`src/rtl/sbrom_pkg.sv`:
```
`timescale 1ns/1ps
package sbrom_pkg;
  localparam int ROW_W    = 13;
  localparam int COL_W    = 9;
  localparam int DWCOL_W  = COL_W - 1;
  localparam int ARR_W    = ROW_W + DWCOL_W;
  localparam int DQ_W     = 32;
  localparam int HALF_W   = DQ_W / 2;
  localparam int BEAT_W   = 3;
  localparam int WAIT_W   = 3;
  localparam int BLK_W    = 2;
  localparam int BLACKOUT = 3;

  typedef enum logic [2:0] {
    CMD_NONE, CMD_ROW, CMD_READ, CMD_STOP, CMD_MODE
  } cmd_e;

  // one launched beat: strobe bundle from control to datapath
  typedef struct packed {
    logic              valid;
    logic [ROW_W-1:0]  row;
    logic [COL_W-1:0]  col;
    logic              wide;
    logic [BEAT_W-1:0] beat;
    logic              bl8;
    logic              ilv;
  } beat_t;
endpackage

```
`src/rtl/sbrom_ctrl.sv`:
```
`timescale 1ns/1ps
module sbrom_ctrl
  import sbrom_pkg::*;
(
  input  logic             clk,
  input  logic             rstN,
  input  logic             cke,
  input  logic             csN,
  input  logic             rasN,
  input  logic             casN,
  input  logic             mrN,
  input  logic             wideSel,
  input  logic [ROW_W-1:0] addr,
  output logic             en,
  output beat_t            ld
);
  logic              ckeQ;
  beat_t             pend, act;
  logic [WAIT_W-1:0] pendWait, stopWait;
  logic [BLK_W-1:0]  blackCnt;
  logic [2:0]        clVal;
  logic              modeIlv, modeBl8;
  logic [ROW_W-1:0]  rowReg;
  cmd_e              cmd;
  logic              accept, startNow, stopNow, lastBeat, modeOk;
  logic [WAIT_W-1:0] clMinus1;

  assign en = ckeQ;

  always_comb begin
    cmd = CMD_NONE;
    if (!csN) begin
      unique case ({rasN, casN, mrN})
        3'b011:  cmd = CMD_ROW;
        3'b101:  cmd = CMD_READ;
        3'b110:  cmd = CMD_STOP;
        3'b010:  cmd = CMD_STOP;
        3'b000:  cmd = CMD_MODE;
        default: cmd = CMD_NONE;
      endcase
    end
  end

  assign accept   = ckeQ && (blackCnt == '0);
  assign modeOk   = (addr[5:3] inside {3'b011, 3'b100, 3'b101}) && addr[1]
                    && (addr[8:7] == 2'b00);
  assign clMinus1 = WAIT_W'(clVal - 3'd1);
  assign startNow = pend.valid && (pendWait == WAIT_W'(1));
  assign stopNow  = (stopWait == WAIT_W'(1));
  assign lastBeat = act.beat == (act.bl8 ? BEAT_W'(7) : BEAT_W'(3));

  always_comb begin
    ld = '0;
    if (startNow) begin
      ld       = pend;
      ld.valid = 1'b1;
      ld.beat  = '0;
    end else if (act.valid && !stopNow && !lastBeat) begin
      ld      = act;
      ld.beat = act.beat + 1'b1;
    end
  end

  always_ff @(posedge clk or negedge rstN) begin
    if (!rstN) begin
      ckeQ     <= 1'b1;
      pend     <= '0;
      act      <= '0;
      pendWait <= '0;
      stopWait <= '0;
      blackCnt <= '0;
      clVal    <= 3'd5;
      modeIlv  <= 1'b0;
      modeBl8  <= 1'b0;
      rowReg   <= '0;
    end else begin
      ckeQ <= cke;
      if (ckeQ) begin
        act <= ld;
        if (startNow)        pend.valid <= 1'b0;
        else if (pend.valid) pendWait   <= pendWait - 1'b1;
        if (stopWait != '0)  stopWait   <= stopWait - 1'b1;
        if (blackCnt != '0)  blackCnt   <= blackCnt - 1'b1;
        if (accept) begin
          unique case (cmd)
            CMD_ROW: begin
              rowReg <= addr;
              if (pend.valid && !startNow) pend.valid <= 1'b0;
            end
            CMD_READ: begin
              pend.valid <= 1'b1;
              pend.row   <= rowReg;
              pend.col   <= wideSel ? {1'b0, addr[DWCOL_W-1:0]} : addr[COL_W-1:0];
              pend.wide  <= wideSel;
              pend.beat  <= '0;
              pend.bl8   <= modeBl8;
              pend.ilv   <= modeIlv;
              pendWait   <= clMinus1;
            end
            CMD_STOP: if (stopWait == '0) stopWait <= clMinus1;
            CMD_MODE: begin
              blackCnt <= BLK_W'(BLACKOUT);
              if (modeOk) begin
                clVal   <= addr[5:3] + 3'd1;
                modeIlv <= addr[2];
                modeBl8 <= addr[0];
              end
            end
            default: ;
          endcase
        end
      end
    end
  end

  // only legal latencies ever reach the register
  p_mode_legal_r3: assert property (@(posedge clk) disable iff (!rstN)
    clVal inside {3'd4, 3'd5, 3'd6});
  // a burst never runs past its programmed length
  p_beat_bound_r5: assert property (@(posedge clk) disable iff (!rstN)
    act.valid |-> (act.beat <= (act.bl8 ? BEAT_W'(7) : BEAT_W'(3))));
  // the row cannot move while the blackout window is open
  p_blackout_row_r4: assert property (@(posedge clk) disable iff (!rstN)
    (ckeQ && blackCnt != '0) |=> $stable(rowReg));
  // a disabled edge leaves burst and row state untouched
  p_freeze_state_r12: assert property (@(posedge clk) disable iff (!rstN)
    !ckeQ |=> ($stable(act) && $stable(rowReg) && $stable(pend)));
endmodule

```
`src/rtl/sbrom_datapath.sv`:
```
`timescale 1ns/1ps
module sbrom_datapath
  import sbrom_pkg::*;
(
  input  logic             clk,
  input  logic             rstN,
  input  logic             en,
  input  beat_t            ld,
  input  logic             dqm,
  output logic [ARR_W-1:0] arrayAddr,
  input  logic [DQ_W-1:0]  arrayData,
  output logic [DQ_W-1:0]  dqOut,
  output logic             dqOeLo,
  output logic             dqOeHi
);
  logic [COL_W-1:0] blkMask, lowBits, stepBits, beatCol;
  logic             maskQ;
  logic [DQ_W-1:0]  beatData;

  always_comb begin
    blkMask  = ld.bl8 ? COL_W'(7) : COL_W'(3);
    lowBits  = ld.col & blkMask;
    stepBits = ld.ilv ? (lowBits ^ COL_W'(ld.beat))
                      : ((lowBits + COL_W'(ld.beat)) & blkMask);
    beatCol  = (ld.col & ~blkMask) | stepBits;
  end

  assign arrayAddr = ld.wide ? {ld.row, beatCol[DWCOL_W-1:0]}
                             : {ld.row, beatCol[COL_W-1:1]};

  assign beatData = ld.wide ? arrayData
                  : {{HALF_W{1'b0}}, beatCol[0] ? arrayData[DQ_W-1:HALF_W]
                                                : arrayData[HALF_W-1:0]};

  always_ff @(posedge clk or negedge rstN) begin
    if (!rstN) begin
      maskQ  <= 1'b0;
      dqOut  <= '0;
      dqOeLo <= 1'b0;
      dqOeHi <= 1'b0;
    end else if (en) begin
      maskQ <= dqm;
      if (ld.valid) dqOut <= beatData;
      dqOeLo <= ld.valid && !maskQ;
      dqOeHi <= ld.valid && !maskQ && ld.wide;
    end
  end

  // the upper lane is never driven alone
  p_hi_needs_lo_r6: assert property (@(posedge clk) disable iff (!rstN)
    dqOeHi |-> dqOeLo);
  // a 16-bit beat keeps the upper lane off
  p_narrow_upper_off_r6: assert property (@(posedge clk) disable iff (!rstN)
    (en && ld.valid && !ld.wide) |=> !dqOeHi);
  // outputs hold through a suspended edge
  p_freeze_out_r12: assert property (@(posedge clk) disable iff (!rstN)
    !en |=> ($stable(dqOut) && $stable(dqOeLo) && $stable(dqOeHi)));
endmodule

```
`src/rtl/sbrom_engine.sv`:
```
`timescale 1ns/1ps
module sbrom_engine
  import sbrom_pkg::*;
(
  input  logic             clk,
  input  logic             rstN,
  input  logic             cke,
  input  logic             csN,
  input  logic             rasN,
  input  logic             casN,
  input  logic             mrN,
  input  logic             wideSel,
  input  logic             dqm,
  input  logic [ROW_W-1:0] addr,
  output logic [ARR_W-1:0] arrayAddr,
  input  logic [DQ_W-1:0]  arrayData,
  output logic [DQ_W-1:0]  dqOut,
  output logic             dqOeLo,
  output logic             dqOeHi
);
  logic  en;
  beat_t ld;

  sbrom_ctrl u_ctrl (
    .clk(clk), .rstN(rstN), .cke(cke), .csN(csN), .rasN(rasN),
    .casN(casN), .mrN(mrN), .wideSel(wideSel), .addr(addr),
    .en(en), .ld(ld)
  );

  sbrom_datapath u_dp (
    .clk(clk), .rstN(rstN), .en(en), .ld(ld), .dqm(dqm),
    .arrayAddr(arrayAddr), .arrayData(arrayData),
    .dqOut(dqOut), .dqOeLo(dqOeLo), .dqOeHi(dqOeHi)
  );
endmodule

```
`config.mk`:
```
export PLATFORM = sky130hd
export DESIGN_NAME = sbrom_engine
export DESIGN_NICKNAME = d
export VERILOG_FILES = /design/src/rtl/sbrom_pkg.sv /design/src/rtl/sbrom_ctrl.sv /design/src/rtl/sbrom_datapath.sv /design/src/rtl/sbrom_engine.sv
export SDC_FILE = /design/constraint.sdc
export NUM_CORES = 1
export LEC_CHECK = 0
export BUFFER_PORTS_ARGS = -buffer_cell sky130_fd_sc_hd__buf_2
export CAP_MARGIN = 20
export CORE_MARGIN = 8
export CORE_UTILIZATION = 55
export DETAILED_ROUTE_END_ITERATION = 10
export GPL_ROUTABILITY_DRIVEN = 0
export GPL_TIMING_DRIVEN = 0
export PLACE_DENSITY = 0.8
export SYNTH_ARGS = -nofsm -noshare
export SYNTH_HDL_FRONTEND = slang
export SYNTH_SLANG_ARGS = --single-unit
```
`constraint.sdc`:
```
create_clock -name clk -period 3.35 [get_ports clk]
set_input_delay 0.67 -clock clk [delete_from_list [all_inputs] [get_ports clk]]
set_output_delay 0.67 -clock clk [all_outputs]
set_load 0.02 [all_outputs]
```
Word-level counts from Yosys, hierarchy flattened
Cells that the tools add are included.
{"block": "totals", "register_bits": 117, "input_bits": 54, "output_inout_bits": 55, "word_cells": 104}
{"block": "classes", "addsub": 7, "eq_ne": 14, "mux": 27, "bitwise": 6, "reduce_logical": 25}
{"operator": "29-bit 2-to-1 mux", "n": 3}
{"operator": "3-bit 2-to-1 mux", "n": 11}
{"operator": "32-bit 2-to-1 mux", "n": 1}
{"operator": "28-bit 2-to-1 mux", "n": 1}
{"operator": "9-bit bitwise AND", "n": 3}
{"operator": "9-bit 2-to-1 mux", "n": 2}
{"operator": "16-bit 2-to-1 mux", "n": 1}
{"operator": "3-bit by 2-bit == test with 1-bit output (second input constant)", "n": 5}
{"operator": "3-bit == test (second input constant)", "n": 5}
{"operator": "3-bit case mux with 4 select lines", "n": 1}
{"operator": "9-bit by 3-bit adder with 9-bit output", "n": 1}
{"operator": "3-bit by 1-bit == test with 1-bit output (second input constant)", "n": 3}
{"operator": "1-bit logical AND", "n": 9}
{"operator": "9-bit NOT", "n": 1}
{"operator": "9-bit OR", "n": 1}
{"operator": "3-bit by 1-bit subtractor with 3-bit output (second input constant)", "n": 3}
{"operator": "9-bit by 3-bit XOR with 9-bit output", "n": 1}
{"operator": "8-bit 2-to-1 mux", "n": 1}
{"operator": "3-bit by 1-bit adder with 3-bit output (second input constant)", "n": 2}
{"operator": "3-bit zero test", "n": 2}
{"operator": "2-bit 2-to-1 mux", "n": 3}
{"operator": "3-bit AND reduction", "n": 2}
{"operator": "3-bit nonzero test", "n": 2}
{"operator": "1-bit zero test", "n": 4}
{"operator": "other kinds (9)", "n": 11}

Logic depth before layout (Yosys ltp)
{"block": "logic_depth", "depth_word": 14, "mapped_depth": 15, "mapped_depth_nobuf": 13}

Modules after synthesis
From an unflattened synthesis, not the netlist that was laid out.
{"block": "hier_totals", "cells_unflattened": 483, "hier_area_um2": 5552.8}
{"mod": "sbrom_ctrl", "instances": 1, "cells_per_inst": 291, "area_per_inst_um2": 3747.3, "seq_area_each_um2": 2055.7}
{"mod": "sbrom_datapath", "instances": 1, "cells_per_inst": 192, "area_per_inst_um2": 1805.5, "seq_area_each_um2": 875.8}

Worst setup path after synthesis
No wires, ideal clock.
{"block": "synth_timing", "kind": "register -> output", "from": "register u_ctrl.pendWait[1]", "to": "output arrayAddr[1]", "t_arrival_ns": 2.685, "t_required_ns": 2.680, "slack_ns": -0.005, "path_stages_with_launch": 15, "path_buffers": 2, "cell_sequence": "dfrtp_1 inv_1 ha_1 and3b_1 buf_2 clkbuf_1 nor3_1 ha_1 inv_1 fa_1 o21a_1 nor2_1 o41ai_1 nor2_1 a22oi_1"}
{"element": "start: declaration", "line": "sbrom_ctrl.sv:19", "rtl": "logic [WAIT_W-1:0] pendWait, stopWait;"}
{"element": "start signal: assignment", "line": "sbrom_ctrl.sv:81", "rtl": "else if (pend.valid) pendWait <= pendWait - 1'b1;"}
{"element": "start signal: assignment", "line": "sbrom_ctrl.sv:98", "rtl": "pendWait <= clMinus1;"}
{"element": "end: declaration", "line": "sbrom_engine.sv:15", "rtl": "output logic [ARR_W-1:0] arrayAddr,"}

==> metrics.txt <==
status complete, but fails checks; failing checks negative setup slack; Post-synth top cells dfrtp_1, nand2_1, mux2_2, o21ai_0, mux2i_1; H-tree levels 4; chip height 117 µm; syn_nets approximately 560; data required time of the worst path approximately 2.7 ns; Final WS setup -0.406 ns; Cell Int Power 3450 µW; routed length on met2 ~8.3 mm; Worst Path Arrival 3.09 ns; Mapped Area 5590 µm²; Seq pwr share between 30% and 40%; placed instance count ~740; top cells by area, synth dfrtp_1, mux2_2, mux2i_1, nand2_1, o21ai_0; Final period util 112%; Syn Area/Cell 11.3 µm²; critical path launch point u_ctrl.act[4]; Initial Utilization 55.4%; Layout Nets 707; cells along the critical path xor2_2, o211ai_4, buf_6, o21ai_4, ha_4, inv_2, fa_2, o21a_1, nor2_1, o41ai_2, nor2_1, a22oi_2, buf_4; Slew Limit Fails 0; Leak roughly 0.0037 µW; CTS tree yes; Synth Area in Compound Gates 14.0%; Setup crit end kind primary output; fraction of layout cells with a size suffix above 1 40.6%; CTS Root Cell clkbuf_8; Layout Area Growth over Synthesis 28.9%; Combinational Power Share between 20% and 30%; maximum vdd drop 0.355 mV; # IOs 109; Worst-Skew Late Latency between 0.5 and 0.6 ns; Setup CP Type reg2out; full die area 13700 µm²; dominant cell type by area after synthesis dfrtp_1; Largest stage delay, worst path 0.46 ns; Max Freq between 200 and 300 MHz; PD cells 710 nW/µm²; Startpoint Class register; Yosys reg bits 117; crit-path most repeated cell nor2_1; max layer used met4; Clock transition at path regs 0.05 ns; skew final approximately 0.0046 ns; fin crit period 3.76 ns; Tot GR Track Use 23.4%; Post-synth EDFFs 0; cell row count 37; final WL 15.7 mm; Post-Layout Cell Count ~800; mux cell area share after synthesis between 10% and 20%; CP max-delay cell dfrtp_1; Synth top area share 51.0%; grt ovf 0; dominant synthesized flop cell dfrtp_1; Inserted Clock Buffers 17; cell family with most CP delay compound AO/OA/AOI/OAI gates; largest net degree at the start of global routing 73; vias per inst 5.86; Port Buffers between 100 and 150; Vias around 4600; clock tree sinks 117; largest family of logic cells by synthesized area multiplexers; Synth Instances 496; total power draw 5120 µW; Seq/Total Area, Yosys 52.4%; post-DP HPWL 10.2 mm; Routed met3 length 960 µm; Synth async-reset ratio 100%; vias in the first global route around 4800; RSZ-0062 raised after global routing true; post-route ant nets 0; WHS 0.155 ns; DR iter-0 viols 380; switching power 1670 µW; xor-xnor portion of the synthesized cell area 0.917%; post-DR wirelength/cell around 20 µm; Max-cap violations 0; Synth cell types 54; Post-Synth Adder-Cell Area 3.04%; Yosys Warn Count 0; final hold vios 0; hold crit path type in2async; Crit path buffers/inverters 3; Post-Synth Simple-Gate Area 8.57%; Reg2Reg Launch Point u_ctrl.en; Bufs on Longest Clock Path 2; most numerous cell in the Yosys netlist dfrtp_1; TritonRoute pass-1 iters 5; global-route wire length before repair 24.3 mm; Clock power frac 33.0%; Worst Path Max Fanout 6; switch share 32.6%; final setup violation count 3; ant diodes 0; initial antenna violation count 0; DRC Markers 0; die width 117 µm; worst slew pin tran 0.652 ns; max_slew headroom 56.2%; met1 wire length 6.01 mm; core area approximately 10000 µm²
[cells by family after synthesis]
logic type                 count (synthesis)
AOI/OAI and AO/OA                        116
DFF                                      117
xor gates and xnor gates                   5
muxes                                     78
adders and majority gates                 13
buffers and inverters                     64
and+or+nand+nor                          103
[placed cells by master (no fill, tap or decap), types with 8 or more instances in the layout]
master | synthesis | layout
a21oi_1 | 14 | 13
a22o_1 | 17 | 17
buf_2 | 9 | 110
buf_4 | 14 | 36
clkbuf_1 | 16 | 16
clkbuf_16 | 0 | 18
clkbuf_8 | 0 | 8
dfrtp_1 | 114 | 114
ha_1 | 12 | 8
inv_1 | 21 | 18
mux2_2 | 55 | 55
mux2i_1 | 23 | 22
nand2_1 | 59 | 58
nor2_1 | 16 | 16
o21ai_0 | 39 | 37
o21ai_1 | 11 | 12
[routing by layer]
metal  vias up  GRT usage (%)
li1       2037              -
met1      2331           27.4
met2       207           40.1
met3        42           5.03
met4         0           11.4
met5         -              0
[final cells by class]
cell class | count | area [µm²]
tap | 136 | 170
buffer | 41 | 310
sequential | 117 | 2930
multi-input combinational | 315 | 2450
clock inverter | 3 | 40.0
inverter | 21 | 78.8
clock buffer | 28 | 515
timing repair buffer | 127 | 711
fill | 689 | 2880
[through the flow]
stage	setup WS [ns]	setup TNS, ns	cell area (µm²)	util (%)
after floorplan	-0.00512	-0.00512	5600	-
after global placement	-0.380	-0.980	6310	62.5
after detailed placement	-0.526	-1.35	6340	62.8
after CTS	-0.412	-1.10	7130	70.6
after global routing	-0.520	-1.41	7210	71.4
final	-0.406	-1.07	7210	71.4
[state kept, by name, indices dropped and copies added (netlist names)]
register         flops
u_ctrl.act          29
u_ctrl.blackCnt      2
u_ctrl.clVal         3
u_ctrl.en            1
u_ctrl.modeBl8       1
u_ctrl.modeIlv       1
u_ctrl.pend         26
u_ctrl.pendWait      3
u_ctrl.rowReg       13
u_ctrl.stopWait      3
u_dp.dqOeHi          1
u_dp.dqOeLo          1
u_dp.dqOut          32
u_dp.maskQ           1
[worst paths after layout]
path	to	slack, ns	cells after the start
worst min-delay path	u_ctrl.pend[20]	0.16	1
worst max-delay path	arrayAddr[1]	-0.41	13
min in group clk	u_ctrl.en	0.26	1
worst min register to register	u_dp.dqOut[13]	0.47	2
max in group asynchronous	u_ctrl.clVal[0]	2.39	2
worst max register to register	u_ctrl.modeBl8	0.90	6
[timing repair]
action                     in CTS  in global routing
pin swaps                       4                  4
resized for setup              38                 13
hold buffers                    0                  0
buffers inserted               11                  7
setup endpoints to repair       4                 17
gates cloned                    0                  0
[power groups by stage]
| stage | sequential, µW | clock [µW] | combinational (µW) |
|---|---|---|---|
| after CTS | 1930 | 1680 | 1420 |
| after floorplan | 2050 | 0 | 712 |
| after global placement | 1920 | 0 | 1230 |
| after detailed placement | 1940 | 0 | 1290 |
| after global routing | 1980 | 1760 | 1600 |
| final | 1950 | 1690 | 1480 |
Note: power is estimated with default switching activity, not from simulation.
